==> config.mk <==
export PLATFORM = sky130hd
export DESIGN_NAME = baud_gen
export DESIGN_NICKNAME = d
export VERILOG_FILES = /design/src/rtl/baud_pkg.sv /design/src/rtl/baud_rate_reg.sv /design/src/rtl/baud_acc_eng.sv /design/src/rtl/baud_frac_eng.sv /design/src/rtl/baud_sync_eng.sv /design/src/rtl/baud_gen.sv
export SDC_FILE = /design/constraint.sdc
export NUM_CORES = 1
export LEC_CHECK = 0
export BUFFER_PORTS_ARGS = -buffer_cell sky130_fd_sc_hd__clkbuf_2
export CORE_ASPECT_RATIO = 1.5
export CORE_MARGIN = 2
export CORE_UTILIZATION = 50
export DETAILED_ROUTE_END_ITERATION = 7
export GPL_ROUTABILITY_DRIVEN = 0
export PLACE_DENSITY = 0.68
export SLEW_MARGIN = 20
export SYNTH_ARGS = -nofsm -noshare
export SYNTH_HDL_FRONTEND = slang
export SYNTH_SLANG_ARGS = --single-unit
export TNS_END_PERCENT = 5
==> constraint.sdc <==
create_clock -name clk -period 3.5 [get_ports clk]
set_clock_uncertainty 0.05 [all_clocks]
set_input_delay 0 -clock clk [delete_from_list [all_inputs] [get_ports clk]]
set_output_delay 0 -clock clk [all_outputs]
set_load 0.03 [all_outputs]
==> src/rtl/baud_pkg.sv <==
// Shared types for the baud generator: engine selection and decode of the
// sample-rate code into engine and oversampling factor.
package baud_pkg;
    typedef enum logic [1:0] {
        ENG_ACC  = 2'd0,
        ENG_FRAC = 2'd1,
        ENG_SYNC = 2'd2
    } engine_e;

    typedef struct packed {
        engine_e    eng;
        logic [4:0] s_fac;
    } mode_t;

    // Decode mode pins; unlisted codes fall back to accumulator, S=16.
    function automatic mode_t decode_mode(input logic sync_sel, input logic [2:0] code);
        mode_t m;
        m.eng   = ENG_ACC;
        m.s_fac = 5'd16;
        if (sync_sel) begin
            m.eng = ENG_SYNC;
        end else begin
            case (code)
                3'd1: begin m.eng = ENG_FRAC; m.s_fac = 5'd16; end
                3'd2: m.s_fac = 5'd8;
                3'd3: begin m.eng = ENG_FRAC; m.s_fac = 5'd8; end
                3'd4: m.s_fac = 5'd3;
                default: m.s_fac = 5'd16;
            endcase
        end
        return m;
    endfunction
endpackage

==> src/rtl/baud_rate_reg.sv <==
// Rate value holding register. Loads only while the engines are stopped.
// Assumes wr_en is a single-cycle or level strobe in the clk domain.
module baud_rate_reg #(
    parameter int RATE_W = 16
) (
    input  logic              clk,
    input  logic              rst_n,
    input  logic              en,
    input  logic              wr_en,
    input  logic [RATE_W-1:0] wr_data,
    output logic [RATE_W-1:0] rate
);
    // Hold rate; accept writes only when disabled.
    always_ff @(posedge clk) begin
        if (!rst_n)            rate <= '0;
        else if (wr_en && !en) rate <= wr_data;
    end
endmodule

==> src/rtl/baud_acc_eng.sv <==
// Phase-accumulator engine: adds (2^RATE_W - rate) each clock; a carry out
// is an oversampling event (combinational, same cycle as the add).
// Assumes run is low whenever this engine is not selected.
module baud_acc_eng #(
    parameter int RATE_W = 16
) (
    input  logic              clk,
    input  logic              rst_n,
    input  logic              run,
    input  logic [RATE_W-1:0] rate,
    output logic              evt
);
    logic [RATE_W-1:0] acc;
    logic [RATE_W:0]   inc;
    logic [RATE_W:0]   sum;

    // Increment and carry for this cycle.
    always_comb begin
        inc = {1'b1, {RATE_W{1'b0}}} - {1'b0, rate};
        sum = {1'b0, acc} + inc;
        evt = run && sum[RATE_W];
    end

    // Accumulator, held at zero while stopped.
    always_ff @(posedge clk) begin
        if (!rst_n || !run) acc <= '0;
        else                acc <= sum[RATE_W-1:0];
    end
endmodule

==> src/rtl/baud_frac_eng.sv <==
// Fractional divider engine: period = D (+1 when the eighths accumulator
// overflowed at the end of the previous period). D of zero acts as one.
// Assumes RATE_W > FRAC_W; upper FRAC_W bits carry the fraction.
module baud_frac_eng #(
    parameter int RATE_W = 16,
    parameter int FRAC_W = 3
) (
    input  logic              clk,
    input  logic              rst_n,
    input  logic              run,
    input  logic [RATE_W-1:0] rate,
    output logic              evt
);
    localparam int INT_W = RATE_W - FRAC_W;

    logic [INT_W:0]    cnt;
    logic [FRAC_W-1:0] frac;
    logic              stretch;
    logic [INT_W:0]    len;
    logic [INT_W-1:0]  div;
    logic [FRAC_W-1:0] fp;
    logic [FRAC_W:0]   fsum;

    // Effective period length and terminal detect.
    always_comb begin
        div  = rate[INT_W-1:0];
        fp   = rate[RATE_W-1:INT_W];
        len  = (div == '0) ? {{INT_W{1'b0}}, 1'b1} : {1'b0, div};
        len  = len + {{INT_W{1'b0}}, stretch};
        fsum = {1'b0, frac} + {1'b0, fp};
        evt  = run && (cnt == len - 1'b1);
    end

    // Period counter and dither accumulator.
    always_ff @(posedge clk) begin
        if (!rst_n || !run) begin
            cnt     <= '0;
            frac    <= '0;
            stretch <= 1'b0;
        end else if (evt) begin
            cnt     <= '0;
            frac    <= fsum[FRAC_W-1:0];
            stretch <= fsum[FRAC_W];
        end else begin
            cnt     <= cnt + 1'b1;
        end
    end
endmodule

==> src/rtl/baud_sync_eng.sv <==
// Synchronous engine: toggles a bit clock every (B+1) clocks using the
// low SYNC_W bits of the rate value; flags the falling toggle.
module baud_sync_eng #(
    parameter int RATE_W = 16,
    parameter int SYNC_W = 8
) (
    input  logic              clk,
    input  logic              rst_n,
    input  logic              run,
    input  logic [RATE_W-1:0] rate,
    output logic              fall_evt,
    output logic              bclk
);
    logic [SYNC_W-1:0] cnt;
    logic              term;

    // Terminal count and falling-toggle detect.
    always_comb begin
        term     = run && (cnt == rate[SYNC_W-1:0]);
        fall_evt = term && bclk;
    end

    // Divider counter and bit clock, low while stopped.
    always_ff @(posedge clk) begin
        if (!rst_n || !run) begin
            cnt  <= '0;
            bclk <= 1'b0;
        end else if (term) begin
            cnt  <= '0;
            bclk <= ~bclk;
        end else begin
            cnt  <= cnt + 1'b1;
        end
    end
endmodule

==> src/rtl/baud_gen.sv <==
// Baud generator top: selects one of three engines from the mode pins,
// counts oversampling events into bit strobes and registers the outputs.
// Assumes sync_mode and samp_code are stable while en is high.
module baud_gen
    import baud_pkg::*;
#(
    parameter int RATE_W = 16,
    parameter int FRAC_W = 3,
    parameter int SYNC_W = 8,
    parameter int OSC_W  = 5
) (
    input  logic              clk,
    input  logic              rst_n,
    input  logic              en,
    input  logic              sync_mode,
    input  logic [2:0]        samp_code,
    input  logic              wr_en,
    input  logic [RATE_W-1:0] wr_data,
    output logic              os_tick,
    output logic              bit_tick,
    output logic              bit_clk
);
    mode_t             mode;
    logic [RATE_W-1:0] rate_q;
    logic              acc_evt, frac_evt, sync_fall, os_evt;
    logic [OSC_W-1:0]  os_cnt;
    logic [OSC_W-1:0]  s_last;

    // Mode decode and event select.
    always_comb begin
        mode   = decode_mode(sync_mode, samp_code);
        s_last = OSC_W'(mode.s_fac) - 1'b1;
        os_evt = (mode.eng == ENG_FRAC) ? frac_evt : acc_evt;
    end

    baud_rate_reg #(.RATE_W(RATE_W)) u_rate (
        .clk(clk), .rst_n(rst_n), .en(en),
        .wr_en(wr_en), .wr_data(wr_data), .rate(rate_q)
    );

    baud_acc_eng #(.RATE_W(RATE_W)) u_acc (
        .clk(clk), .rst_n(rst_n), .run(en && mode.eng == ENG_ACC),
        .rate(rate_q), .evt(acc_evt)
    );

    baud_frac_eng #(.RATE_W(RATE_W), .FRAC_W(FRAC_W)) u_frac (
        .clk(clk), .rst_n(rst_n), .run(en && mode.eng == ENG_FRAC),
        .rate(rate_q), .evt(frac_evt)
    );

    baud_sync_eng #(.RATE_W(RATE_W), .SYNC_W(SYNC_W)) u_sync (
        .clk(clk), .rst_n(rst_n), .run(en && mode.eng == ENG_SYNC),
        .rate(rate_q), .fall_evt(sync_fall), .bclk(bit_clk)
    );

    // Oversample counter and registered strobes.
    always_ff @(posedge clk) begin
        if (!rst_n || !en) begin
            os_cnt   <= '0;
            os_tick  <= 1'b0;
            bit_tick <= 1'b0;
        end else if (mode.eng == ENG_SYNC) begin
            os_cnt   <= '0;
            os_tick  <= 1'b0;
            bit_tick <= sync_fall;
        end else begin
            os_tick  <= os_evt;
            bit_tick <= os_evt && (os_cnt == s_last);
            if (os_evt) os_cnt <= (os_cnt == s_last) ? '0 : os_cnt + 1'b1;
        end
    end
endmodule

==> summary.txt <==
Die
  • Core ar.: 7910 sq um
  • Initial cell density of the core: roughly half
  • Row count: 40
  • Die H: around 110 microns
  • Die ar.: between 8000 and 9000 sq um
  • Num ports: 27
  • Die extent in x: approximately 77 microns

Timing
  • Maximum clock frequency: ~0.31 GHz
  • Fin crit share: approximately 93%
  • Worst slew pin tran: around 0.7 ns
  • Fin. max-slew vios: 0
  • Final setup vio count: 0
  • Min Tclk post-route: 3.27 ns
  • Fin Setup TNS: 0 ns
  • Max_slew headroom: between 50% and 60%
  • Hold Vio Cnt, Final: 0

Layout
  • Fin cells: about 640
  • Share of layout cells above drive strength 1: about 14%
  • Area Growth Syn to Fin: 17.6%
  • Antenna cells: 0
  • Layout Nets: a little under 600
  • Fillers: just under 800

Worst setup path
  • Critical path class: register to register
  • R2R Path End: os_cnt[3]
  • Flop-to-flop setup slack: between 0.2 and 0.25 ns
  • Setup crit end kind: register
  • CP startpoint kind: register
  • Max FO, Critical Path: 10
  • R2R Path Start: u_rate.rate[11]
  • R2R cell count: 12
  • Worst EP required: about 3.7 ns
  • Data arrival, critical path: 3.43 ns

Detailed routing
  • First drt pass iteration count: 4
  • DR vias: ~3600
  • Via/cell ratio: about 5.5
  • Post-route ant nets: 0
  • Initial DRC count: 190
  • Post-Route WL: a little under 10 mm
  • Wire per inst: between 15 and 20 microns
  • # DRC: 0

Synth
  • Cell count after synthesis: slightly below 500
  • Main area contributors after synthesis: dfxtp_1 (33%), ha_1 (7.7%), xnor2_1 (7.6%), nand2_1 (5.1%), nor2_1 (4.5%)
  • Post-synth EDFFs: 0
  • Post-Syn Area per Cell: ~8.3 sq um
  • Syn Std Cell Area: between 4000 and 5000 sq um
  • Post-synthesis async set-or-reset flop share: 0%
  • Ys flop type: dfxtp_1
  • Yosys top cell area share: 32.7%
  • Most frequent cells after synthesis: dfxtp_1 (66), nand2_1 (55), nor2_1 (48)
  • Yosys top cell by area: dfxtp_1
  • YS warnings: 0
  • Most frequent cell after synthesis: dfxtp_1
  • Syn Nets: 538
  • Yosys cell types: between 60 and 70
  • #FFs+latches synth: 66
  • Seq/Total Area, Yosys: 32.7%

Placed design
  • Port Buffers: 26
  • Placed insts: 610
  • Dpl hpwl: about 7.4 mm

Clock tree
  • CTS Root Cell: clkbuf_16
  • CTS Buf Count: 9
  • CTS tree: yes
  • CTS sink count: between 60 and 70
  • Worst-Skew Late Latency: around 0.34 ns
  • CTS H-tree depth: 3
  • Clock-pin slew on the worst setup and hold paths: approximately 0.050 ns
  • CTS max path bufs: 2

Global route
  • Largest net degree at the start of global routing: 18
  • Initial antenna violation count: 0
  • Vias in the first global route: approximately 3400
  • Global-route wire length before repair: approximately 16 mm
  • GRT Overall Usage: 23.4%
  • GRT overflow: 0

Pwr
  • VDD IR-drop max: 0.258 mV
  • Leak: roughly 1.8 nW
  • Power Dens Cells: ~440 nW/um^2

Worst hold path
  • WHS Endpoint: u_sync.bclk
  • Hold path depth: 2
  • Hold Startpoint: sync_mode
  • Hold Path Class: primary input to register

Flow run
  • MaxCap Viol Count: 0

Outcome
  • Status: finished clean
-- timing repair --
action / 4_1_cts / 5_1_grt
endpoints found under the setup margin: 0 / 20
hold buffers: 16 / 0
resized for setup: 0 / 5
buffers inserted: 0 / 0
hold endpoints to repair: 16 / 0
-- layout by cell type, fill, tap and decap left out, types with 4 or more instances in the layout --
cell            n
clkbuf_2       26
ha_1           25
nand4_1         9
dlygate4sd3_1  16
o21ai_0        12
a31oi_1         4
nand2_1        55
a21boi_0       16
or2_2           4
dfxtp_1        65
a21oi_1        16
buf_4          14
nor3_1         10
o21a_1          4
xor2_1         20
nand3_1        19
clkbuf_16       9
xnor2_1        35
nor2_1         48
nor4_1          4
or3_1           5
nand2b_1        9
a21o_1          4
inv_1          29
nor2b_1         6
nor3b_1         4
-- final cells by class --
class / count / area (sq um) / area share [%]
clock buffers: 14 / 274 / 5.77
well taps: 105 / 131 / 2.76
inverters: 29 / 109 / 2.29
flip-flops and latches: 66 / 1320 / 27.8
clock inverters: 2 / 10.0 / 0.211
repair buffers: 56 / 395 / 8.32
multi-input cells: 370 / 2510 / 52.8
-- how the worst max path moves through the flow --
stage,startpoint,to,slack (ns),depth (start not counted)
final,u_rate.rate[11],os_cnt[3],0.23,12
after global placement,u_rate.rate[11],os_cnt[0],0.36,11
after detailed placement,u_rate.rate[7],os_cnt[0],0.26,11
after CTS,u_rate.rate[7],os_cnt[4],0.21,11
after floorplan,u_rate.rate[4],os_cnt[3],0.37,13
after global routing,u_rate.rate[11],os_cnt[4],-0.02,12
-- per-stage QoR --
step	area, sq um	power (mW)	setup slack (ns)	util [%]	hold slack [ns]
detailed placement	4290	1.23	0.262	54.2	0.195
global route	4750	2.18	-0.0150	60.1	0.0359
global placement	4290	1.22	0.357	54.2	0.186
CTS	4730	2.09	0.208	59.8	0.00333
floorplan	4040	1.13	0.369	-	0.0949
finish	4750	2.08	0.232	60.1	0.0203
-- metal layers --
metal	part of all wire (%)	wire (microns)	GRT usage (%)	up-vias
li1	-	-	-	1782
met1	41	3960	25.7	1679
met2	51	4990	42.0	69
met4	4.5	435	13.5	0
met5	0	0	0	-
met3	3.6	353	4.42	33
-- logic make-up (layout without fill, tap and decap cells) --
logic type	after synthesis	count (layout)	synth area share [%]
and+or+nand+nor	193	193	24.2
AOI/OAI and AO/OA	92	92	16.0
DFF	66	66	32.7
xor gates and xnor gates	55	55	11.9
buffers and inverters	51	101	5.67
adders and majority gates	27	27	8.73
muxes	3	3	0.774
-- critical path, cell delays in order, from the launching register on --
cell and delay, ns:
dfxtp_1 0.41, nor3_1 0.09, a41oi_1 0.22, ha_1 0.23, ha_1 0.28, or3b_2 0.54, nor4_4 0.17, xnor2_1 0.11
nor4_2 0.35, nand4_1 0.19, buf_4 0.22, a22oi_1 0.19, o22ai_1 0.11
-- flip-flops by register name (all words and copies together), names as in the netlist --
name and count:
u_sync.bclk 1, u_rate.rate 16, os_cnt 5, os_tick 1, u_acc.acc 16, bit_tick 1
u_sync.cnt 8, u_frac.frac 3, u_frac.stretch 1, u_frac.cnt 14
-- report_power, final --
part | internal (mW) | total, mW | switching (mW)
logic | 0.212 | 0.450 | 0.238
registers | 0.772 | 0.784 | 0.0123
clock network | 0.535 | 0.849 | 0.314
Power figures use the tool's default switching activity.
